File: src/rtl/mb_irq_pkg.sv
package mb_irq_pkg;
  localparam int unsigned SUM_W = 6;

  typedef enum int unsigned {
    SUM_BUF     = 0,
    SUM_BUS_OFF = 1,
    SUM_ERR     = 2,
    SUM_TX_WARN = 3,
    SUM_RX_WARN = 4,
    SUM_WAKE    = 5
  } sum_idx_e;

  typedef enum logic {
    SEL_FLAG = 1'b0,
    SEL_MASK = 1'b1
  } reg_sel_e;
endpackage

File: src/rtl/mb_irq_valid.sv
module mb_irq_valid #(
  parameter int unsigned NUM_BUF = 32,
  localparam int unsigned CNT_W = $clog2(NUM_BUF + 1)
) (
  input  logic [CNT_W-1:0]   buf_cnt_i,
  output logic [NUM_BUF-1:0] valid_o
);
  // thermometer: index i active when below count; counts >= NUM_BUF saturate
  for (genvar i = 0; i < NUM_BUF; i++) begin : g_valid
    assign valid_o[i] = (buf_cnt_i > CNT_W'(i));
  end
endmodule

File: src/rtl/mb_irq_flag_bank.sv
module mb_irq_flag_bank
  import mb_irq_pkg::*;
#(
  parameter int unsigned NUM_BUF = 32
) (
  input  logic               clk_i,
  input  logic               rst_ni,
  input  logic [NUM_BUF-1:0] valid_i,
  input  logic [NUM_BUF-1:0] done_i,
  input  logic               reg_we_i,
  input  logic               reg_sel_i,
  input  logic [NUM_BUF-1:0] reg_wdata_i,
  output logic [NUM_BUF-1:0] flag_q_o,
  output logic [NUM_BUF-1:0] mask_q_o,
  output logic [NUM_BUF-1:0] flag_d_o,
  output logic [NUM_BUF-1:0] mask_d_o
);
  logic wr_flag, wr_mask;
  assign wr_flag = reg_we_i && (reg_sel_e'(reg_sel_i) == SEL_FLAG);
  assign wr_mask = reg_we_i && (reg_sel_e'(reg_sel_i) == SEL_MASK);

  for (genvar i = 0; i < NUM_BUF; i++) begin : g_bit
    logic clr;
    assign clr = wr_flag && reg_wdata_i[i];
    // new completion dominates a same-cycle clear
    assign flag_d_o[i] = valid_i[i] && (done_i[i] || (flag_q_o[i] && !clr));
    assign mask_d_o[i] = valid_i[i] && (wr_mask ? reg_wdata_i[i] : mask_q_o[i]);

    always_ff @(posedge clk_i or negedge rst_ni) begin
      if (!rst_ni) begin
        flag_q_o[i] <= 1'b0;
        mask_q_o[i] <= 1'b0;
      end else begin
        flag_q_o[i] <= flag_d_o[i];
        mask_q_o[i] <= mask_d_o[i];
      end
    end
  end
endmodule

File: src/rtl/mb_irq_combine.sv
module mb_irq_combine
  import mb_irq_pkg::*;
#(
  parameter int unsigned NUM_BUF = 32
) (
  input  logic               clk_i,
  input  logic               rst_ni,
  input  logic [NUM_BUF-1:0] flag_d_i,
  input  logic [NUM_BUF-1:0] mask_d_i,
  input  logic               bus_off_i,
  input  logic               err_i,
  input  logic               tx_warn_i,
  input  logic               rx_warn_i,
  input  logic               wake_i,
  output logic [NUM_BUF-1:0] buf_irq_o,
  output logic [SUM_W-1:0]   sum_irq_o
);
  logic [NUM_BUF-1:0] irq_d;
  logic [SUM_W-1:0]   sum_d;

  // irq computed from next-state so lines align with the flag registers
  assign irq_d = flag_d_i & mask_d_i;

  always_comb begin
    sum_d              = '0;
    sum_d[SUM_BUF]     = |irq_d;
    sum_d[SUM_BUS_OFF] = bus_off_i;
    sum_d[SUM_ERR]     = err_i;
    sum_d[SUM_TX_WARN] = tx_warn_i;
    sum_d[SUM_RX_WARN] = rx_warn_i;
    sum_d[SUM_WAKE]    = wake_i;
  end

  always_ff @(posedge clk_i or negedge rst_ni) begin
    if (!rst_ni) begin
      buf_irq_o <= '0;
      sum_irq_o <= '0;
    end else begin
      buf_irq_o <= irq_d;
      sum_irq_o <= sum_d;
    end
  end
endmodule

File: src/rtl/mb_irq_unit.sv
module mb_irq_unit
  import mb_irq_pkg::*;
#(
  parameter int unsigned NUM_BUF = 32,
  localparam int unsigned CNT_W = $clog2(NUM_BUF + 1)
) (
  input  logic               clk_i,
  input  logic               rst_ni,
  input  logic [NUM_BUF-1:0] done_i,
  input  logic               reg_we_i,
  input  logic               reg_sel_i,
  input  logic [NUM_BUF-1:0] reg_wdata_i,
  input  logic [CNT_W-1:0]   buf_cnt_i,
  input  logic               bus_off_i,
  input  logic               err_i,
  input  logic               tx_warn_i,
  input  logic               rx_warn_i,
  input  logic               wake_i,
  output logic [NUM_BUF-1:0] flag_o,
  output logic [NUM_BUF-1:0] mask_o,
  output logic [NUM_BUF-1:0] buf_irq_o,
  output logic [SUM_W-1:0]   sum_irq_o
);
  logic [NUM_BUF-1:0] valid, flag_d, mask_d;

  mb_irq_valid #(.NUM_BUF(NUM_BUF)) u_valid (
    .buf_cnt_i (buf_cnt_i),
    .valid_o   (valid)
  );

  mb_irq_flag_bank #(.NUM_BUF(NUM_BUF)) u_bank (
    .clk_i       (clk_i),
    .rst_ni      (rst_ni),
    .valid_i     (valid),
    .done_i      (done_i),
    .reg_we_i    (reg_we_i),
    .reg_sel_i   (reg_sel_i),
    .reg_wdata_i (reg_wdata_i),
    .flag_q_o    (flag_o),
    .mask_q_o    (mask_o),
    .flag_d_o    (flag_d),
    .mask_d_o    (mask_d)
  );

  mb_irq_combine #(.NUM_BUF(NUM_BUF)) u_comb (
    .clk_i     (clk_i),
    .rst_ni    (rst_ni),
    .flag_d_i  (flag_d),
    .mask_d_i  (mask_d),
    .bus_off_i (bus_off_i),
    .err_i     (err_i),
    .tx_warn_i (tx_warn_i),
    .rx_warn_i (rx_warn_i),
    .wake_i    (wake_i),
    .buf_irq_o (buf_irq_o),
    .sum_irq_o (sum_irq_o)
  );
endmodule

File: config.mk
export PLATFORM = sky130hd
export DESIGN_NAME = mb_irq_unit
export DESIGN_NICKNAME = d
export VERILOG_FILES = /design/src/rtl/mb_irq_pkg.sv /design/src/rtl/mb_irq_valid.sv /design/src/rtl/mb_irq_flag_bank.sv /design/src/rtl/mb_irq_combine.sv /design/src/rtl/mb_irq_unit.sv
export SDC_FILE = /design/constraint.sdc
export NUM_CORES = 1
export LEC_CHECK = 0
export BUFFER_PORTS_ARGS = -buffer_cell sky130_fd_sc_hd__buf_2
export CORE_MARGIN = 5
export CORE_UTILIZATION = 48
export CTS_CLUSTER_SIZE = 30
export DETAILED_ROUTE_END_ITERATION = 10
export HOLD_SLACK_MARGIN = 0.15
export PLACE_DENSITY = 0.8
export SETUP_SLACK_MARGIN = 0.1
export SYNTH_ARGS = -nofsm -noshare
export SYNTH_HDL_FRONTEND = slang
export SYNTH_HIERARCHICAL = 1
export SYNTH_SLANG_ARGS = --single-unit
export TNS_END_PERCENT = 30
File: constraint.sdc
create_clock -name clk_i -period 3.2 [get_ports clk_i]
set_clock_uncertainty 0.15 [all_clocks]
set_input_delay 0.64 -clock clk_i [delete_from_list [all_inputs] [get_ports clk_i]]
set_output_delay 0.64 -clock clk_i [all_outputs]
set_load 0.03 [all_outputs]
* Yosys cells after proc, flatten, opt, wreduce, memory -nomap -nowiden
Cells that the tools add are included.
** Cells by class
- Reduce and logical (&&, ||, !) cells :: 195
- Mux-type cells :: 32
- Magnitude comparators :: 32
- Bitwise logic cells :: 2
** Operator list (count)
- $logic_and 1x1->1 :: 130
- $gt 6x5->1 const B :: 16
- $gt 6x4->1 const B :: 8
- $and 32x32->32 :: 1
- $logic_not 1->1 :: 32
- $logic_or 1x1->1 :: 32
- $mux 1 :: 32
- $reduce_or 32->1 :: 1
- $gt 6x3->1 const B :: 4
- $gt 6x1->1 const B :: 2
- $gt 6x2->1 const B :: 2
- $not 1->1 :: 1
** Word-level totals
- Output and inout bits :: 102
- Bits of input ports :: 79
- Register bits after elaboration :: 102
- Word-level logic and storage cells :: 327

* Logic depth before layout (Yosys ltp)
Gate-level depths: netlist (run 1).
- Word-level depth :: 9
- Mapped depth :: 9
- Mapped depth without buffers :: 8

* Modules after synthesis
Netlist (run 1), hierarchy kept.
** By module, submodules not included
- mb_irq_flag_bank :: cells each 273, area each 2688.8 um^2, instances 1, sequential area each 1601.5 um^2
- mb_irq_combine :: cells each 83, area each 1248.7 um^2, instances 1, sequential area each 950.9 um^2
- mb_irq_valid :: cells each 61, area each 327.8 um^2, instances 1, sequential area each 0.0 um^2

* Worst setup path after synthesis (run 1)
No wires, ideal clock.
- Path type :: input port to flip-flop
- Start :: input buf_cnt_i[4]
- End :: register u_comb.sum_irq_o[0]
- Path slack :: 0.041 ns
- Data required time :: 2.911 ns
- Arrival :: 2.870 ns
- Path buffers :: 1
- Setup time :: 0.139 ns
- Cell stages on the path :: 9
- Path through :: buf_2 > nor4_2 > nand2_1 > o21ai_0 > a31oi_1 > and2_1 > or4_1 > or4_1 > or4_1
** On the way
- Longest elaborated chain between the ends :: 4
- Elaborated cells on any way between the ends :: 98
- Classes of those cells :: order compare: 32; bitwise: 1; reduce/logical: 65
** Ends and longest elaborated chain
- start: declaration :: line mb_irq_unit.sv:13 : input logic [CNT_W-1:0] buf_cnt_i,
- $gt 6x2->1 :: line mb_irq_valid.sv:10 : assign valid_o[i] = (buf_cnt_i > CNT_W'(i));
- via valid[2] :: line mb_irq_unit.sv:24 : logic [NUM_BUF-1:0] valid, flag_d, mask_d;
- $logic_and 1x1->1 :: line mb_irq_flag_bank.sv:26 : assign flag_d_o[i] = valid_i[i] && (done_i[i] || (flag_q_o[i] && !clr));
- via flag_d[2] :: line mb_irq_unit.sv:24
- $and 32x32->32 :: line mb_irq_combine.sv:22 : assign irq_d = flag_d_i & mask_d_i;
- via u_comb.irq_d[2] :: line mb_irq_combine.sv:18 : logic [NUM_BUF-1:0] irq_d;
- $reduce_or 32->1 :: line mb_irq_combine.sv:26 : sum_d[SUM_BUF] = |irq_d;
- via u_comb.sum_d[0] :: line mb_irq_combine.sv:19 : logic [SUM_W-1:0] sum_d;
- end signal: assignment :: line mb_irq_combine.sv:40 : sum_irq_o <= sum_d;
- end: declaration :: line mb_irq_combine.sv:16 : output logic [SUM_W-1:0] sum_irq_o
The timed path passes the listed nets, and every way through them passes these cells.

* Worst setup path after layout (run 1)
- Start :: input buf_cnt_i[3]
- End :: register u_comb.sum_irq_o[0]
** On the way
- Longest elaborated chain between the ends :: 4
- Elaborated cells on any way between the ends :: 98
- Classes of those cells :: order compare: 32; bitwise: 1; reduce/logical: 65
** Ends and longest elaborated chain (line)
- $gt 6x5->1 :: mb_irq_valid.sv:10
- via valid[18] :: mb_irq_unit.sv:24
- $logic_and 1x1->1 :: mb_irq_flag_bank.sv:26
- via flag_d[18] :: mb_irq_unit.sv:24
- $and 32x32->32 :: mb_irq_combine.sv:22
- via u_comb.irq_d[18] :: mb_irq_combine.sv:18
- $reduce_or 32->1 :: mb_irq_combine.sv:26
- via u_comb.sum_d[0] :: mb_irq_combine.sv:19
The timed path passes the listed nets, and every way through them passes these cells.

==> flow_summary.ini, run 1 <==
[placement]
hpwl_mm = 10.3
port_buffers = 180
pre_cts_slack_ns = -0.167
finalWeightedCongestion = 0.883

[critical_path]
cp_common_cell = or4_1
crit_chain = buf_2 > buf_4 > a211oi_1 > o21bai_1 > o21ai_0 > a31oi_1 > and2_1 > or4_1 > or4_1 > or4_1
end_kind = register
critPathMaxFanout = 7
worst_setup_path_start_kind = input pin
critical_path_class = in -> reg
cp.buffers_inverters = 2
cpLargestDelayFamily = simple AND/OR/NAND/NOR gates
cp.arrival_ns = 3.11
slowest_delay_ns = 0.48
slowest_stage = or4_1
cp.required_ns = 3.28

[global_route]
antenna_found_initial = 0
grt_first_pass_wirelength_mm = 21.5
grt_max_degree = 59
grt_pass1_vias = 4199
overflow = 0
grt_usage_pct = 24.8

[synth]
syn_nets = 496
synth-seq-area-share_pct = 59.8
ys_types = 29
synth_area_leaders = dfrtp_1 60%, a31oi_1 4.7%, nand4_1 4.7%
synth-seq-cells = 102
synthesis.area_um2 = 4270
synth_area_leader_cell = dfrtp_1
postSynthCellCount = 417
yosys_warnings = 6
yosys.area.top_type_share_pct = 59.8
syn_avg_cell_area_um2 = 10.2

[timing]
period_share_pct = 94.7
setup_violations = 0
max_slew_margin_pct = 61.6
worst_pin_slew_ns = 0.576
hold_viol = 0
worst_slack_ns = 0.168
fmax_ghz = 0.330
slew_viol_final = 0
finalSetupTns_ns = 0
period_needed_ns = 3.03
rsz0062_at_grt = no

[floorplan]
initial_core_util_pct = 49.1
die_area_um2 = 10900
fp-row-count = 34
ioPinCount = 181
coreArea_um2 = 8680
die_y_um = 104
die_w_um = 104

[clocking]
h-tree-depth = 3
insertion_delay_ns = 0.36
cts_inserted_buffers = 9
clockBufferDepth = 2
cts_tree = yes
cts.sinks = 102
post_cts_buffers = 0
clkTransAtPathRegs_ns = 0.09
cts-root-buf = clkbuf_8

[power]
peakVddDrop_mv = 0.276
power.leakage_nw = 3.02
power_density_nw_per_um2 = 522
finalPower_mw = 2.99

[outcome]
status = finished clean

[cells_and_area]
nNetsFinal = 706
drive_gt1_share_pct = 39.1
fillers = 706
diodes = 0
area_growth_pct = 34.1

[route]
drt_iter0_drc = 238
vias = 4053
routed_wl_mm = 13.3
drtAntennaViolNets = 0
detail_route.wl_per_cell_um = 18.0
drc = 0
first_pass_iters = 5
vias_per_cell = 5.48

[run]
drv_cap = 0

[hold_path]
hold_class = in -> reg
## path summary, 6_finish.rpt
path / slack [ns] / depth (start not counted) / endpoint / startpoint
hold reg to reg: 0.40 / 2 / u_bank/mask_q_o[19]$_DFF_PN0_ / u_bank/mask_q_o[19]$_DFF_PN0_
setup reg to reg: 0.59 / 6 / u_comb/sum_irq_o[0]$_DFF_PN0_ / u_bank/flag_q_o[10]$_DFF_PN0_
setup / recovery: 0.17 / 10 / u_comb/sum_irq_o[0]$_DFF_PN0_ / buf_cnt_i[3]
hold / removal: 0.23 / 1 / u_comb/sum_irq_o[2]$_DFF_PN0_ / err_i
min in group asynchronous: 0.69 / 2 / u_bank/mask_q_o[31]$_DFF_PN0_ / rst_ni
max in group asynchronous: 1.52 / 3 / u_bank/mask_q_o[9]$_DFF_PN0_ / rst_ni
## Yosys cell counts, drive strengths merged
cell type / number
a31oi: 32
or2: 4
nor2b: 1
or4: 9
nand3: 2
nor3: 3
a41o: 1
a211oi: 1
nor2: 3
clkbuf: 4
buf: 18
nand2b: 2
nor4: 2
nand4: 32
dfrtp: 102
inv: 38
and2: 33
a21oi: 3
o21ai: 74
nand2: 44
o21bai: 9
## report_power, final
group          total [mW]  internal, mW  leakage, nW  switching, mW
Sequential           1.45          1.40         1.28         0.0523
Clock               0.789         0.361       0.0927          0.428
Combinational       0.748         0.241         1.64          0.507
## final cells by class
type                    instances  area [µm²]  area share, %
clock inverters                 5        60.1           1.05
well taps                     108         135           2.36
repair buffers                221        1250           21.9
flip-flops and latches        102        2550           44.6
multi-input cells             255        1450           25.4
inverters                      38         143           2.49
clock buffers                  10         128           2.23
## kinds of logic (layout without fill, tap and decap cells)
logic type	after synthesis	after routing	synth area share (%)
DFF	102	102	59.8
buffers and inverters	60	274	6.60
AOI/OAI and AO/OA	120	120	15.7
and+or+nand+nor	135	135	17.8
## through the flow
step | area, µm² | utilization (%) | hold WS, ns | instances
2_1_floorplan | 4280 | - | 0.194 | 417
3_3_place_gp | 5520 | 63.6 | 0.376 | 723
3_5_place_dp | 5520 | 63.6 | 0.382 | 723
4_1_cts | 5720 | 65.9 | 0.218 | 739
5_1_grt | 5720 | 65.9 | 0.205 | 739
6_report | 5720 | 65.9 | 0.232 | 739
## state kept, by name (all words and copies together) (netlist names)
register / count
u_bank/flag_q_o: 32
u_bank/mask_q_o: 32
u_comb/buf_irq_o: 32
u_comb/sum_irq_o: 6
## what timing repair did
item / 4_1_cts / 5_1_grt
hold endpoints to repair: 44 / 0
hold buffers: 1 / 0
resized for setup: 0 / 0
## cell usage in the layout (no fill, tap or decap), types with 2 or more instances in the layout
cell      synthesis  routed
buf_2            12     179
dfrtp_1         102     102
nand2_1          44      44
o21ai_1          39      39
buf_4             1      38
inv_1            37      37
o21ai_0          35      35
nand4_1          32      32
a31oi_1          32      32
and2_1           30      30
clkbuf_8          0       9
or4_1             9       9
o21bai_1          9       9
or2_2             4       4
buf_12            0       3
and2_4            3       3
a21oi_1           3       3
nand3_1           2       2
nand2b_1          2       2
nor2_1            2       2
nor3_2            1       2
## layer usage
layer	share of wire [%]	vias to the layer above	GRT usage, %
li1	-	1882	-
met1	39	1921	31.0
met2	48	227	41.1
met3	11	23	7.51
met4	2.2	0	7.59
met5	0	-	0
Power figures use the tool's default switching activity.
==> run 2, diff against run 1 <==
SETUP_SLACK_MARGIN = 0.4   (was 0.1)
==> flow_summary.ini, run 2 (synthesized netlist as in run 1, its figures left out) <==
[route]
drtAntennaViolNets = 0
drc = 0
vias = 4155
detail_route.wl_per_cell_um = 18.1
first_pass_iters = 5
routed_wl_mm = 13.5
vias_per_cell = 5.59
drt_iter0_drc = 182

[timing]
period_needed_ns = 3.03
max_slew_margin_pct = 54.6
worst_pin_slew_ns = 0.681
fmax_ghz = 0.330
rsz0062_at_grt = yes
hold_viol = 0
holdWs_ns = 0.147
worst_slack_ns = 0.174
setup_violations = 0
period_share_pct = 94.6
finalSetupTns_ns = 0
slew_viol_final = 0

[critical_path]
startpoint = buf_cnt_i[5]
end_kind = register
reg2reg_from = u_bank/flag_q_o[24]$_DFF_PN0_
critical_path_class = in -> reg
cp.arrival_ns = 3.12
critPathMaxFanout = 6
cp.required_ns = 3.29
worst_setup_path_start_kind = input pin

[floorplan]
die_area_um2 = 10900
die_y_um = 104
initial_core_util_pct = 49.1
coreArea_um2 = 8680
die_w_um = 104
ioPinCount = 181
fp-row-count = 34

[clocking]
hold_buffers = 0
cts-root-buf = clkbuf_8
cts.sinks = 102
cts_inserted_buffers = 9
clockBufferDepth = 2
clkTransAtPathRegs_ns = 0.10
h-tree-depth = 3
cts_tree = yes
insertion_delay_ns = 0.37

[cells_and_area]
diodes = 0
drive_gt1_share_pct = 41.4
area_growth_pct = 37.7
nNetsFinal = 709
top_regs = u_bank/flag_q_o: 32 flops, u_bank/mask_q_o: 32 flops, u_comb/buf_irq_o: 32 flops
layout_commonest_cell = buf_2
mostFrequentLayoutCells = 175 x buf_2, 102 x dfrtp_1, 41 x o21ai_1, 40 x buf_4, 40 x nand2_1
fin_area_um2 = 5870
fin_util_pct = 67.7

[power]
peakVddDrop_mv = 0.231
power_density_nw_per_um2 = 518
power.leakage_nw = 3.07

[outcome]
status = finished clean

[global_route]
grt_max_degree = 53
grt_usage_pct = 24.6
grt_first_pass_wirelength_mm = 21.6
grt_pass1_vias = 4267
overflow = 0
antenna_found_initial = 0

[hold_path]
hold_class = in -> async

[run]
drv_cap = 0

[placement]
dpl-instance-area_um2 = 5590
port_buffers = 180
pre_cts_slack_ns = -0.223
hpwl_mm = 10.3
finalWeightedCongestion = 0.888
[run 2: cell count changes in the layout (fill, tap and decap cells not counted), sizes merged]
cell and delta:
clkinvlp +2, dlygate4sd3 -1, clkinv -1, buf +4
[run 2: metrics by stage]
stage / cells / power (mW)
2_1_floorplan: 417 / 1.91
3_3_place_gp: 724 / 2.21
3_5_place_dp: 724 / 2.23
4_1_cts: 741 / 3.05
5_1_grt: 743 / 3.19
6_report: 743 / 3.04
[run 2: path summary, 6_finish.rpt]
kind | slack [ns] | to | cells after the start
worst max-delay path | 0.17 | u_comb/sum_irq_o[0]$_DFF_PN0_ | 10
worst min-delay path | 0.15 | u_bank/mask_q_o[14]$_DFF_PN0_ | 1
worst max register to register | 0.60 | u_comb/sum_irq_o[0]$_DFF_PN0_ | 6
worst min register to register | 0.40 | u_bank/mask_q_o[22]$_DFF_PN0_ | 2
max in group asynchronous | 2.02 | u_comb/buf_irq_o[29]$_DFF_PN0_ | 2
min in group clk_i | 0.22 | u_comb/sum_irq_o[4]$_DFF_PN0_ | 1
[run 2: area by class of cell]
cell class              count  area, µm²
inverters                  38        143
multi-input cells         255       1520
clock buffers              10        128
flip-flops and latches    102       2550
fillers                   696       2800
well taps                 108        135
repair buffers            224       1330
clock inverters             6       70.1
[run 2: routing by layer]
metal	global-route usage [%]	wire length (µm)
met4	9.25	309
met3	6.33	1240
met5	0	0
met1	31.3	5220
met2	40.1	6700
[run 2: critical path: stages]
cell     delay, ns
buf_12        0.11
nor4_4        0.28
buf_6         0.17
nand2_4       0.05
o21ai_1       0.08
a31oi_1       0.08
and2_1        0.20
or4_1         0.52
or4_1         0.46
or4_1         0.52
[run 2: timing repair]
| item | CTS | global route |
|---|---|---|
| pin swaps | 1 | 7 |
| endpoints found under the hold margin | 0 | 0 |
| setup buffers | 1 | 2 |
| resized for setup | 5 | 20 |
| endpoints found under the setup margin | 1 | 1 |
[run 2: power breakdown]
group          leakage, nW  switching [mW]  internal [mW]  total [mW]
Sequential            1.28          0.0518           1.40        1.45
Clock               0.0891           0.455          0.366       0.821
Combinational         1.69           0.518          0.255       0.773
==> run 3, diff against run 2 <==
--- a/config.mk
+++ b/config.mk
@@ -17,3 +17,2 @@
 export SYNTH_HDL_FRONTEND = slang
-export SYNTH_HIERARCHICAL = 1
 export SYNTH_SLANG_ARGS = --single-unit
==> constraint.sdc (replaced) <==
create_clock -name clk_i -period 3.2 [get_ports clk_i]
set_clock_uncertainty 0.15 [all_clocks]
set_input_delay 0.48 -clock clk_i [delete_from_list [all_inputs] [get_ports clk_i]]
set_output_delay 0.48 -clock clk_i [all_outputs]
set_load 0.03 [all_outputs]
==> flow_summary.ini, run 3 <==
[outcome]
status = finished clean

[synth]
synth_area_leader_cell = dfrtp_1
synthesis.area_um2 = 4260
synth_edf_count = 0
synthFlopType = dfrtp_1
synthTopCellsByCount = 102 x dfrtp_1, 58 x a21oi_1, 47 x nand2_1, 46 x nor2_1, 13 x nand3b_1
async_reset_ff_share_pct = 100
yosys.area.top_type_share_pct = 59.9
synth-seq-cells = 102
synth-seq-area-share_pct = 59.9
synth_area_leaders = dfrtp_1 60%, a21oi_1 6.8%, nand2_1 4.1%
yosys_warnings = 0
syn_nets = 488
yosysMostFrequentCell = dfrtp_1
syn_avg_cell_area_um2 = 10.4
postSynthCellCount = 409
ys_types = 45

[critical_path]
rr_worst_depth = 5
r2r-end = u_comb.sum_irq_o[0]$_DFF_PN0_
critPathMaxFanout = 18
cp.arrival_ns = 2.55
end_kind = register
cp.required_ns = 3.26
critical_path_class = in -> reg
reg2reg_from = u_bank.mask_q_o[10]$_DFF_PN0_
ff2ff_setup_slack_ns = 1.15
worst_setup_path_start_kind = input pin

[timing]
fmax_ghz = 0.403
finalSetupTns_ns = 0
worst_pin_slew_ns = 0.672
period_needed_ns = 2.48
hold_viol = 0
setup_violations = 0
period_share_pct = 77.6
slew_viol_final = 0
rsz0062_at_grt = no
max_slew_margin_pct = 55.2

[hold_path]
whs_path_depth = 3
whs_endpoint = u_bank.flag_q_o[23]$_DFF_PN0_
hold_class = in -> reg
min_from = done_i[23]

[clocking]
hold_buffers = 6
clkTransAtPathRegs_ns = 0.09
post_cts_buffers = 0
insertion_delay_ns = 0.35
cts.sinks = 102
clockBufferDepth = 2
h-tree-depth = 3
cts_inserted_buffers = 9
cts_tree = yes
cts_resized = 0
cts-root-buf = clkbuf_8

[power]
seq_power_share_pct = 46.6
internal_power_mw = 2.14
peakVddDrop_mv = 0.267
finalPower_mw = 3.12
power.leakage_nw = 2.88
power_density_nw_per_um2 = 559
combPwrFrac_pct = 23.6
power_switching_mw = 0.979
switching_share_pct = 31.4
clkPwrFrac_pct = 29.8

[global_route]
grt_first_pass_wirelength_mm = 20.8
grt_max_degree = 53
grt_usage_pct = 23.7
antenna_found_initial = 0
grt_pass1_vias = 4093
overflow = 0

[cells_and_area]
top_regs = u_bank.flag_q_o: 32 flops, u_bank.mask_q_o: 32 flops, u_comb.buf_irq_o: 32 flops
fin_util_pct = 64.2
final-instance-count-excl-fill = 704
drive_gt1_share_pct = 36.9
layout_commonest_cell = buf_2
diodes = 0
area_growth_pct = 30.8
nNetsFinal = 672
mostFrequentLayoutCells = 179 x buf_2, 102 x dfrtp_1, 58 x a21oi_1, 47 x nand2_1, 46 x nor2_1
seq_area_um2 = 2550
multi_input_area_um2 = 1560
fillers = 734

[floorplan]
die_area_um2 = 10900
die_y_um = 104
initial_core_util_pct = 49.1
fp-row-count = 34
die_w_um = 104
coreArea_um2 = 8680
ioPinCount = 181

[route]
vias = 3869
detail_route.wl_per_cell_um = 18.0
drt_iter0_drc = 249
drc = 0
first_pass_iters = 4
vias_per_cell = 5.50
routed_wl_mm = 12.7
drtAntennaViolNets = 0

[placement]
finalWeightedCongestion = 0.841
port_buffers = 180
hpwl_mm = 9.75
place_inst = 684

[run]
drv_cap = 0
## run 3: worst max path at each step
stage / startpoint / cells past startpoint / endpoint
finish: buf_cnt_i[1] / 7 / u_comb.sum_irq_o[0]$_DFF_PN0_
global route: buf_cnt_i[1] / 7 / u_comb.sum_irq_o[0]$_DFF_PN0_
CTS: buf_cnt_i[1] / 7 / u_comb.sum_irq_o[0]$_DFF_PN0_
detailed placement: buf_cnt_i[1] / 7 / u_comb.sum_irq_o[0]$_DFF_PN0_
global placement: reg_we_i / 8 / u_comb.sum_irq_o[0]$_DFF_PN0_
floorplan: buf_cnt_i[4] / 7 / u_comb.sum_irq_o[0]$_DFF_PN0_
## run 3: worst max-delay path, cell delays in order
cell and delay, ns:
buf_2 0.21, or3_1 0.45, a21oi_2 0.24, a211oi_1 0.10
or4_1 0.53, nor4_1 0.39, nand4_1 0.14
## run 3: metal layers
metal	up-vias	GRT usage, %	wire [µm]
met2	183	39.1	6350
li1	1798	-	-
met3	17	7.08	1200
met1	1871	30.0	4890
met5	-	0	0
met4	0	7.68	244
## run 3: power by group through the flow
stage / Combinational, mW / Sequential [mW] / Clock, mW
2_1_floorplan: 0.220 / 1.71 / 0
3_3_place_gp: 0.717 / 1.47 / 0
3_5_place_dp: 0.731 / 1.48 / 0
4_1_cts: 0.740 / 1.45 / 0.942
5_1_grt: 0.792 / 1.46 / 1.01
6_report: 0.734 / 1.45 / 0.930
## run 3: cell families after synthesis
group / count (synthesis) / synth area share [%]
DFF: 102 / 59.9
muxes: 11 / 2.61
AOI/OAI and AO/OA: 116 / 17.4
buffers and inverters: 34 / 3.50
and+or+nand+nor: 146 / 16.5
## run 3: cell type report
| class | instances | share of cell area (%) |
|---|---|---|
| clock inverter | 4 | 1.75 |
| multi-input combinational | 273 | 28.0 |
| sequential | 102 | 45.8 |
| inverter | 10 | 0.674 |
| tap | 108 | 2.43 |
| clock buffer | 10 | 2.29 |
| timing repair buffer | 197 | 19.0 |
## run 3: stage by stage
step           cell area, µm²  hold slack [ns]  setup WS, ns
3_3_place_gp             5280            0.351         0.444
6_report                 5570            0.208         0.717
4_1_cts                  5570            0.191         0.773
2_1_floorplan            4260           0.0344         0.831
5_1_grt                  5570            0.217         0.652
3_5_place_dp             5280            0.370         0.402
